===== src/rtl/xbm_pkg.sv =====
package xbm_pkg;

  typedef enum logic [2:0] {
    ST_IDLE  = 3'd0,
    ST_REQ   = 3'd1,
    ST_CLAIM = 3'd2,
    ST_ADDR  = 3'd3,
    ST_TURN  = 3'd4,
    ST_WDATA = 3'd5,
    ST_RWAIT = 3'd6,
    ST_DONE  = 3'd7
  } xbm_state_e;

  typedef struct packed {
    logic ready;
    logic br_n;
    logic bb_n;
    logic ts_n;
    logic oe;
    logic done;
  } xbm_ctl_t;

  function automatic xbm_ctl_t xbm_decode(input xbm_state_e s);
    xbm_ctl_t c;
    c.ready = 1'b0;
    c.br_n  = 1'b1;
    c.bb_n  = 1'b1;
    c.ts_n  = 1'b1;
    c.oe    = 1'b0;
    c.done  = 1'b0;
    case (s)
      ST_IDLE:  c.ready = 1'b1;
      ST_REQ:   c.br_n  = 1'b0;
      ST_CLAIM: c.bb_n  = 1'b0;
      ST_ADDR: begin
        c.bb_n = 1'b0;
        c.ts_n = 1'b0;
      end
      ST_TURN:  c.bb_n  = 1'b0;
      ST_WDATA: begin
        c.bb_n = 1'b0;
        c.oe   = 1'b1;
      end
      ST_RWAIT: c.bb_n  = 1'b0;
      ST_DONE:  c.done  = 1'b1;
      default:  c.ready = 1'b0;
    endcase
    return c;
  endfunction

endpackage


===== src/rtl/xbm_req_hold.sv =====
module xbm_req_hold #(
  parameter int AW = 32,
  parameter int DW = 32,
  parameter int SW = 2
) (
  input  logic          clk,
  input  logic          rst_n,
  input  logic          load,
  input  logic          in_write,
  input  logic [AW-1:0] in_addr,
  input  logic [SW-1:0] in_size,
  input  logic [DW-1:0] in_wdata,
  output logic          out_write,
  output logic [AW-1:0] out_addr,
  output logic [SW-1:0] out_size,
  output logic [DW-1:0] out_wdata
);

  logic          write_d;
  logic [AW-1:0] addr_d;
  logic [SW-1:0] size_d;
  logic [DW-1:0] wdata_d;

  always_comb begin
    write_d = out_write;
    addr_d  = out_addr;
    size_d  = out_size;
    wdata_d = out_wdata;
    if (load) begin
      write_d = in_write;
      addr_d  = in_addr;
      size_d  = in_size;
      wdata_d = in_wdata;
    end
  end

  always_ff @(posedge clk or negedge rst_n) begin
    if (!rst_n) begin
      out_write <= 1'b0;
      out_addr  <= '0;
      out_size  <= '0;
      out_wdata <= '0;
    end else begin
      out_write <= write_d;
      out_addr  <= addr_d;
      out_size  <= size_d;
      out_wdata <= wdata_d;
    end
  end

endmodule


===== src/rtl/xbm_seq.sv =====
module xbm_seq
  import xbm_pkg::*;
#(
  parameter int TURN_CYCLES = 1
) (
  input  logic     clk,
  input  logic     rst_n,
  input  logic     usr_valid,
  input  logic     is_write,
  input  logic     grant_n,
  input  logic     busy_in_n,
  input  logic     ack_n,
  output logic     accept,
  output logic     ack_take,
  output xbm_ctl_t ctl
);

  localparam int TCW = (TURN_CYCLES < 2) ? 1 : $clog2(TURN_CYCLES);
  localparam logic [TCW-1:0] TURN_LAST = TCW'(TURN_CYCLES - 1);

  xbm_state_e     st_q, st_d;
  logic [TCW-1:0] turn_q, turn_d;
  xbm_ctl_t       ctl_d;

  assign accept   = (st_q == ST_IDLE) && usr_valid;
  assign ack_take = ((st_q == ST_WDATA) || (st_q == ST_RWAIT)) && !ack_n;

  always_comb begin
    st_d   = st_q;
    turn_d = turn_q;
    case (st_q)
      ST_IDLE:  if (usr_valid) st_d = ST_REQ;
      ST_REQ:   if (!grant_n && busy_in_n) st_d = ST_CLAIM;
      ST_CLAIM: st_d = ST_ADDR;
      ST_ADDR: begin
        turn_d = '0;
        st_d   = is_write ? ST_TURN : ST_RWAIT;
      end
      ST_TURN: begin
        if (turn_q == TURN_LAST) st_d = ST_WDATA;
        else turn_d = turn_q + 1'b1;
      end
      ST_WDATA: if (!ack_n) st_d = ST_DONE;
      ST_RWAIT: if (!ack_n) st_d = ST_DONE;
      ST_DONE:  st_d = ST_IDLE;
      default:  st_d = ST_IDLE;
    endcase
    ctl_d = xbm_decode(st_d);
  end

  always_ff @(posedge clk or negedge rst_n) begin
    if (!rst_n) begin
      st_q   <= ST_IDLE;
      turn_q <= '0;
      ctl    <= xbm_decode(ST_IDLE);
    end else begin
      st_q   <= st_d;
      turn_q <= turn_d;
      ctl    <= ctl_d;
    end
  end

endmodule


===== src/rtl/xbm_rd_cap.sv =====
module xbm_rd_cap #(
  parameter int DW = 32
) (
  input  logic          clk,
  input  logic          rst_n,
  input  logic          take,
  input  logic [DW-1:0] bus_data,
  output logic [DW-1:0] rdata
);

  logic [DW-1:0] rdata_d;

  always_comb begin
    rdata_d = rdata;
    if (take) rdata_d = bus_data;
  end

  always_ff @(posedge clk or negedge rst_n) begin
    if (!rst_n) rdata <= '0;
    else        rdata <= rdata_d;
  end

endmodule


===== src/rtl/xbus_single_master.sv =====
module xbus_single_master
  import xbm_pkg::*;
#(
  parameter int AW          = 32,
  parameter int DW          = 32,
  parameter int SW          = 2,
  parameter int TURN_CYCLES = 1
) (
  input  logic          clk,
  input  logic          rst_n,
  input  logic          usr_valid,
  output logic          usr_ready,
  input  logic          usr_write,
  input  logic [AW-1:0] usr_addr,
  input  logic [SW-1:0] usr_size,
  input  logic [DW-1:0] usr_wdata,
  output logic          usr_done,
  output logic [DW-1:0] usr_rdata,
  output logic          bus_req_n,
  input  logic          bus_grant_n,
  input  logic          bus_busy_in_n,
  output logic          bus_busy_out_n,
  output logic          xfer_start_n,
  input  logic          xfer_ack_n,
  output logic [AW-1:0] bus_addr,
  output logic          bus_write,
  output logic [SW-1:0] bus_size,
  output logic [DW-1:0] bus_wdata,
  output logic          bus_wdata_oe,
  input  logic [DW-1:0] bus_rdata
);

  logic     accept;
  logic     ack_take;
  logic     rd_take;
  xbm_ctl_t ctl;

  xbm_req_hold #(.AW(AW), .DW(DW), .SW(SW)) u_hold (
    .clk       (clk),
    .rst_n     (rst_n),
    .load      (accept),
    .in_write  (usr_write),
    .in_addr   (usr_addr),
    .in_size   (usr_size),
    .in_wdata  (usr_wdata),
    .out_write (bus_write),
    .out_addr  (bus_addr),
    .out_size  (bus_size),
    .out_wdata (bus_wdata)
  );

  xbm_seq #(.TURN_CYCLES(TURN_CYCLES)) u_seq (
    .clk       (clk),
    .rst_n     (rst_n),
    .usr_valid (usr_valid),
    .is_write  (bus_write),
    .grant_n   (bus_grant_n),
    .busy_in_n (bus_busy_in_n),
    .ack_n     (xfer_ack_n),
    .accept    (accept),
    .ack_take  (ack_take),
    .ctl       (ctl)
  );

  assign rd_take = ack_take && !bus_write;

  xbm_rd_cap #(.DW(DW)) u_rcap (
    .clk      (clk),
    .rst_n    (rst_n),
    .take     (rd_take),
    .bus_data (bus_rdata),
    .rdata    (usr_rdata)
  );

  assign usr_ready      = ctl.ready;
  assign usr_done       = ctl.done;
  assign bus_req_n      = ctl.br_n;
  assign bus_busy_out_n = ctl.bb_n;
  assign xfer_start_n   = ctl.ts_n;
  assign bus_wdata_oe   = ctl.oe;

endmodule


===== config.mk =====
export PLATFORM = sky130hd
export DESIGN_NAME = xbus_single_master
export DESIGN_NICKNAME = d
export VERILOG_FILES = /design/src/rtl/xbm_pkg.sv /design/src/rtl/xbm_req_hold.sv /design/src/rtl/xbm_seq.sv /design/src/rtl/xbm_rd_cap.sv /design/src/rtl/xbus_single_master.sv
export SDC_FILE = /design/constraint.sdc
export NUM_CORES = 1
export LEC_CHECK = 0
export BUFFER_PORTS_ARGS = -buffer_cell sky130_fd_sc_hd__clkbuf_2
export CORE_MARGIN = 2
export CORE_UTILIZATION = 40
export DETAILED_ROUTE_END_ITERATION = 7
export PLACE_DENSITY = 0.75
export SLEW_MARGIN = 20
export SYNTH_ARGS = -nofsm -noshare
export SYNTH_HDL_FRONTEND = slang
export SYNTH_HIERARCHICAL = 1
export SYNTH_SLANG_ARGS = --single-unit
export TNS_END_PERCENT = 10

===== constraint.sdc =====
create_clock -name clk -period 2.9 [get_ports clk]
set_input_delay 0.29 -clock clk [delete_from_list [all_inputs] [get_ports clk]]
set_output_delay 0.29 -clock clk [all_outputs]
set_load 0.03 [all_outputs]

==> results of run 1 <==
[registers in the layout (all words and copies together), names as in the netlist]
register          flops
u_hold/out_size       2
u_hold/out_wdata     32
u_rcap/rdata         32
u_hold/out_write      1
u_hold/out_addr      32
u_seq/st_q            3
u_seq/ctl             6
[cell families after synthesis]
logic type / after synthesis
mux: 99
flops: 108
xor+xnor: 2
simple gates: 12
compound gates: 11
buf+inv: 17
[synth_stat cells, types with 2 or more instances]
| library cell | count |
|---|---|
| a211oi_1 | 2 |
| buf_2 | 3 |
| o21ai_0 | 2 |
| nor3_1 | 2 |
| mux2_2 | 39 |
| buf_4 | 2 |
| xnor2_1 | 2 |
| nor2_1 | 3 |
| nand2_1 | 2 |
| dfstp_2 | 4 |
| dfrtp_1 | 104 |
| o211ai_1 | 2 |
| buf_6 | 6 |
| mux2_4 | 60 |
| a21oi_1 | 2 |
| buf_12 | 3 |
| inv_1 | 3 |
[repair_timing]
action,4_1_cts,5_1_grt
hold buffers,1,0
endpoints found under the setup margin,0,0
hold endpoints to repair,38,0
[metal layers]
layer,track usage,vias to the layer above,share of wire
met4,0.0421,0,0.0083
met2,0.254,121,0.50
li1,-,1294,-
met5,0,-,0
met3,0.0699,6,0.089
met1,0.178,1426,0.40
[path summary, 6_finish.rpt]
kind / slack [ps] / from / endpoint
worst max-delay path: 900 / u_seq/st_q[2]$_DFF_PN0_ / u_rcap/rdata[31]$_DFFE_PN0P_
worst min-delay path: 130 / xfer_ack_n / u_seq/ctl[0]$_DFF_PN0_
worst max register to register: 900 / u_seq/st_q[2]$_DFF_PN0_ / u_rcap/rdata[31]$_DFFE_PN0P_
worst min register to register: 510 / u_hold/out_wdata[31]$_DFFE_PN0P_ / u_hold/out_wdata[31]$_DFFE_PN0P_
max in group asynchronous: 1640 / rst_n / u_hold/out_wdata[30]$_DFFE_PN0P_
min in group asynchronous: 520 / rst_n / u_hold/out_addr[19]$_DFFE_PN0P_
[final cells by class]
cell class / count / area, um2 / share of cell area
flip-flops and latches: 108 / 2710 / 0.467
multi-input cells: 124 / 1530 / 0.263
repair buffers: 215 / 1120 / 0.193
well taps: 140 / 175 / 0.0302
clock buffers: 10 / 128 / 0.0220
clock inverters: 5 / 125 / 0.0216
inverters: 3 / 11.3 / 0.00194
[through the flow]
stage,util,power (mW)
finish,0.537,7.73
global placement,0.513,6.55
detailed placement,0.513,6.66
global route,0.537,8.15
floorplan,-,5.63
CTS,0.537,7.83
[power by group]
part	switching [mW]	total, mW	internal (mW)	leakage (nW)
Clock	0.476	1.13	0.654	0.126
Sequential	0.480	2.76	2.28	1.29
Combinational	2.27	3.83	1.56	1.54
[worst max-delay path: stages, from the launching register on]
cell	delay, ps
dfrtp_1	590
inv_1	190
nor3_1	220
nor2b_4	170
buf_4	330
mux2_2	370
==> metrics list, run 1 <==
- Cell variety after synth: 25
- After synthesis, the cell types taking the most area are dfrtp_1 (59%), mux2_4 (20%), mux2_2 (10%).
- Post-CTS setup buffer count: 0
- Width of the die: 109 um
- Crit path required time: 3160 ps
* Setup crit start kind: flip-flop
- Worst max-slew margin expressed relative to the limit: 0.493
* Max rail drop VDD: 0.677 mV
- Clock sink count: 108
- Placed instance count: between 500 and 600
- Drt first-iter violations: 125
- Wire length of the first global-routing pass: 13.8 mm
* Tightest Hold Check Type: in2reg
* Transition time at the pin with the least slew margin: 760 ps
- Total wire length after detailed routing: 9.14 mm
* Number of maximum-capacitance constraint violations: 0
- Power density over the cells: 1330 nW/um2
* Xor and xnor fraction of the mapped netlist area: 0.00398
- Counting the buffers created by CTS gives 9.
- Hold is met by between 100 and 150 ps.
- The share of the synthesized area in compound gates (AO/OA/AOI/OAI) came to 0.0176.
- Leaving out fill and tap cells, the most frequent cell in the layout is clkbuf_2.
- The number of slew-limit violations in the final report is 0.
- Count of H-tree levels built during CTS: 3
- RSZ-0062 raised after global routing: false
- Of the total synthesized cell area, the portion taken by full adders, half adders and majority gates is 0.
- Data arrival, critical path: 2260 ps
- The floorplan step defined a core boundary enclosing 10800 um2.
* Fmax: between 500 and 600 MHz
- Yosys warns: 6
* Peak fanout along the critical path: 20
* First-pass iteration count of the detailed router: 4
- The initial utilization of the core area, before any placement, comes to 0.407.
- Summed over all cells, the static leakage comes to 2.95 nW.
* Post-placement cell area: around 5500 um2
- The most used flip-flop cell after synthesis is dfrtp_1.
* Crit path setup slack, layout: roughly 900 ps
- Layout cell share with drive strength beyond 1: 0.720
* Antenna violations before repair: 1
* Number of DRC violations after detailed routing: 0
* Vias in the first global route: 2858
- CTS tree: done
- Run status: finished, final reports clean
- Post-layout nets: 566
- Clock root cell: clkbuf_8
- Dpl ws: 932 ps
- Number of I/O port buffers: 209
- Entering global routing, the biggest net connects a little over 60 pins.
- The total count of hold-check failures in the final report is 0.
* Area share of the largest cell type after synthesis: 0.592
- Total of flip-flops plus latches after synthesis: between 100 and 150
* Basic-gate share of the synthesized area counting and, or, nand and nor cells: 0.0194
- In the layout the commonest cells are clkbuf_2 (208), dfrtp_1 (104), mux2_4 (60), mux2_2 (39), clkbuf_8 (9).
- Number of failing setup endpoints in the final timing report: 0
- Number of cells on the worst hold path: 2
- Die Y: 109 um
- The critical path is of the reg2reg type.
* Tmin final: around 2000 ps
- Setup total negative slack on the finished layout was measured at 0 ps.
* Clock transition at path regs: roughly 90 ps
- After synthesis, the largest family of logic cells by area is multiplexers.
* Yosys top cell by area: dfrtp_1
* HPWL Detailed: 6.85 mm
* Antenna cell count: 0
- For the worst flop-to-flop path, the logic depth is 5.
- Layout area overhead: 31.8%
- In the routed layout, each cell is associated on average with a via count of approximately 4.7.
- The worst setup path is captured at a flip-flop.
- Of the post-synthesis cell area, the part taken by muxes is 0.305.
- In the global route stage, overall resource usage came out at 0.153.
* Number of placement rows: 38
- FILL cells: 926
- Buffer depth of the longest clock path: 2
- EDFF count, synth: 0
- Pin placement for this block handled 210 I/O pins.
- Number of standard cells in the final layout excluding fillers: 605
* Post-synthesis sequential area ratio: 0.616
* Netlist Area Pre-Place: 4400 um2
- Total die area: 11800 um2
- Routability-driven placement finished with a final weighted congestion of 0.760.
- The detail route stage leaves a number of antenna-violating nets equal to 0.
- Share of async-settable or async-resettable flops after synthesis: 1.00
- In the finished design, the share of the clock period the worst path needs comes to 0.689.
* Area of all placed cells without fillers: 5790 um2
- Clock Latency Late Sink: 370 ps
* Overflow left after global routing: 0
- After synthesis, the mean cell area works out to 17.7 um2.
* Clock skew after layout: 4.46 ps
* Detailed-route wire length per cell: 15.1 um
- Synthesis produced a netlist with a net count of 354.
- Counting every instance in the synthesized netlist gives 249.
- Quantity of gates resized following cts: 0
- Via count of the routed design: 2847
No activity file was read; power rests on OpenSTA's default activity.
==> inputs of run 2 (changes only) <==
--- a/config.mk
+++ b/config.mk
@@ -5,6 +5,7 @@
 export SDC_FILE = /design/constraint.sdc
 export NUM_CORES = 1
 export LEC_CHECK = 0
+export ABC_AREA = 1
 export BUFFER_PORTS_ARGS = -buffer_cell sky130_fd_sc_hd__clkbuf_2
 export CORE_MARGIN = 2
 export CORE_UTILIZATION = 40
==> constraint.sdc (replaced) <==
create_clock -name clk -period 2 [get_ports clk]
set_input_delay 0.2 -clock clk [delete_from_list [all_inputs] [get_ports clk]]
set_output_delay 0.2 -clock clk [all_outputs]
set_load 0.03 [all_outputs]
==> metrics list, run 2 <==
- Capturing element type of the critical path: flip-flop
* Biggest area contributors in the synthesized netlist: dfrtp_1 (61%), nand2_1 (26%), dfstp_2 (2.5%)
* Max rail drop VDD: 0.787 mV
* Via-per-instance ratio: 4.53
* Crit path required time: 2250 ps
- After synthesis, the netlist uses 19 different library cells.
- Fmax: around 580 MHz
* RePlAce Congestion: about 0.8
* Overflow left after global routing: 0
- Clock skew after layout: 6.77 ps
- TritonCTS built the clock tree.
- The routed layout has 3707 vias.
* Setup TNS Final: 0 ps
- Vias in the first global route: 3589
- Number of I/O port buffers: approximately 210
* Yosys top cell by area: dfrtp_1
- The H-tree was split into 3 levels.
- Cell with the most instances after synthesis: nand2_1
- Across all setup checks in the final design, the least slack found is 267 ps.
- After legalization and detailed placement, the total HPWL measured 7.55 mm.
- Total die area: approximately 12000 um2
* Leak Pwr: 3.34 nW
- At the placement stage, the worst setup path has a slack of 120 ps.
* Reg-to-reg endpoint: u_rcap/rdata[19]$_DFFE_PN0P_
- The path with the worst hold slack has its endpoint at u_hold/out_addr[2]$_DFFE_PN0P_.
- Detailed-route wire length per cell: around 13 um
* Synthesized Nets: slightly below 600
- The run finished with clean final reports.
* Number of max-slew violations in the final report: 0
- Per-instance average area after synthesis: 9.00 um2
- Antenna violations before repair: 0
- Worst Setup Path Type: reg2reg
* Leading cell types in the layout, fill and taps excluded: nand2_1 (299), clkbuf_2 (208), dfrtp_1 (104), nor2_1 (11)
- Entering global routing, the biggest net connects 69 pins.
- The floorplan has 37 rows.
- Placeable core area: 10300 um2
- Wire length of the first global-routing pass: between 15 and 20 mm
- Tmin final: around 1700 ps
- Along the worst path, the maximum fanout reaches 33.
- Dominant register cell in the synthesized netlist: dfrtp_1
- In this run the worst hold path is classified as in2reg.
- Of the synthesized area, sequential elements account for 0.635.
- At the pin with the least slew margin, the transition time is 655 ps.
- Buffers added to address setup during post-CTS repair amount to 0.
* Post-layout nets: between 700 and 800
- Counting flops with an async set or reset pin after synthesis yields a share of 1.00.
- Worst max-slew margin expressed relative to the limit: 0.563
- Largest registers ranked by flip-flop count: u_hold/out_addr x32, u_hold/out_wdata x32, u_rcap/rdata x32
- For this run, the total global-route usage over all layers was measured as 0.183.
- Layout cell share with drive strength beyond 1: 0.367
* Total of flip-flops plus latches after synthesis: roughly 110
- Area share of the largest cell type after synthesis: 0.610
- Width of the die: 107 um
- The Yosys step of the flow raised 6 warnings.
- Clock-pin slew was measured on the worst setup and hold paths at about 100 ps.
- Data arrival, critical path: 1990 ps
- Clock root cell: clkbuf_8
* Cells on worst reg2reg path: 11
- Num ports: 210
- Setup violations remaining at the end of the flow were counted as 0.
* FILL cells: 950
- The first TritonRoute pass finished after 4 iterations.
- RSZ-0062 raised after global routing: false
- STA classifies the critical path startpoint as a flip-flop.
- Gate count after technology mapping: 474
* Crit share post-route: 0.866
- 0 antenna diodes ended up in the layout.
- Drt first-iter violations: 236
- Number of cells on the worst hold path: 3
* Worst r2r src: u_seq/st_q[1]$_DFF_PN0_
- Buffer depth of the longest clock path: 2
- Worst hold margin: 30.8 ps
* Placed instance count: 802
* Number of routed nets with antenna violations: 0
- Critical hold path startpoint: usr_addr[2]
- Counting every sink on the clock net gives about 110.
- EDFF count, synth: 0
- The floorplan step set the die height to between 100 and 150 um.
* R2R Setup Slk: 270 ps
- Number of DRC violations after detailed routing: 0
* Number of standard cells in the final layout excluding fillers: 819
- Total wire length after detailed routing: 10.4 mm
* Netlist Area Pre-Place: ~4300 um2
- Layout area overhead: 29.7%
- At the later pin of the worst-skew pair, clock insertion delay measures 360 ps.
- TritonCTS created 9 clock buffers.
- Number of maximum-capacitance constraint violations: 0
- Hold violation count in the final report: 0
- For this design the ratio of total power to cell area is 1750 nW/um2.
- By count the netlist is led by nand2_1 (299), dfrtp_1 (104), nor2_1 (11).
- The library cell used most frequently in the layout, excluding fill and tap cells, is nand2_1.
- Initial standard-cell utilization of the core: 0.413
-- run 2: cell count changes after synthesis, sizes merged, moves of 2 or more --
cell | before | now
a211oi | 3 | 0
buf | 14 | 19
clkbuf | 0 | 3
inv | 3 | 12
mux2 | 99 | 0
nand2 | 2 | 309
nand3 | 1 | 6
nor2 | 3 | 14
nor3 | 2 | 0
o211ai | 2 | 0
xnor2 | 2 | 0
-- run 2: layout make-up --
cell class	count	area (um2)	share of cell area
flip-flops and latches	108	2710	0.489
multi-input cells	332	1300	0.235
repair buffers	215	1130	0.205
well taps	136	170	0.0307
clock buffers	11	141	0.0255
inverters	12	55.1	0.00995
clock inverters	5	27.5	0.00497
-- run 2: through the flow --
step / total power, mW / util / instance area, um2
6_report: 9.70 / 0.536 / 5540
5_1_grt: 10.4 / 0.536 / 5540
4_1_cts: 9.81 / 0.536 / 5530
3_5_place_dp: 8.61 / 0.519 / 5350
3_3_place_gp: 8.47 / 0.519 / 5350
2_1_floorplan: 7.16 / - / 4270
-- run 2: logic make-up (layout without fill, tap and decap cells) --
group | after synthesis | after routing | share of synthesized area
simple gates | 329 | 329 | 0.301
compound gates | 3 | 3 | 0.00352
buf+inv | 34 | 243 | 0.0607
flops | 108 | 108 | 0.635
-- run 2: what timing repair did --
action                                  CTS  global route
endpoints found under the setup margin    0            67
hold buffers                              1             0
endpoints found under the hold margin    32             0
gates resized for setup                   0             1
-- run 2: layer usage --
layer	up-vias	GRT usage	wire length, um
met3	12	0.0430	850
met5	-	0	0
met1	1711	0.230	4430
li1	1823	-	-
met2	161	0.306	4950
met4	0	0.0686	147
-- run 2: report_power, final --
part	switching (mW)	internal, mW	total [mW]
clock	0.696	0.480	1.18
combinational	3.46	1.29	4.75
sequential	0.591	3.19	3.78
-- run 2: critical path, cell delays in order (launching register included) --
cell,delay (ps)
dfrtp_1,460
nand2_1,90
nand2_1,80
nor2_2,130
inv_1,70
nor2_1,80
inv_1,50
nor2_2,160
buf_12,220
inv_8,120
nand2_1,90
nand2_1,50
-- run 2: worst max-delay path by stage --
stage          slack, ps  cells after the start                     from                              end
5_1_grt              140                     11  u_seq/st_q[1]$_DFF_PN0_     u_rcap/rdata[15]$_DFFE_PN0P_
3_5_place_dp         120                      6  u_seq/st_q[1]$_DFF_PN0_  u_hold/out_wdata[8]$_DFFE_PN0P_
4_1_cts               70                      6  u_seq/st_q[1]$_DFF_PN0_   u_hold/out_addr[7]$_DFFE_PN0P_
6_report             270                     11  u_seq/st_q[1]$_DFF_PN0_     u_rcap/rdata[19]$_DFFE_PN0P_
3_3_place_gp         210                      6  u_seq/st_q[1]$_DFF_PN0_  u_hold/out_addr[12]$_DFFE_PN0P_
2_1_floorplan        570                      9  u_seq/st_q[1]$_DFF_PN0_   u_hold/out_addr[0]$_DFFE_PN0P_
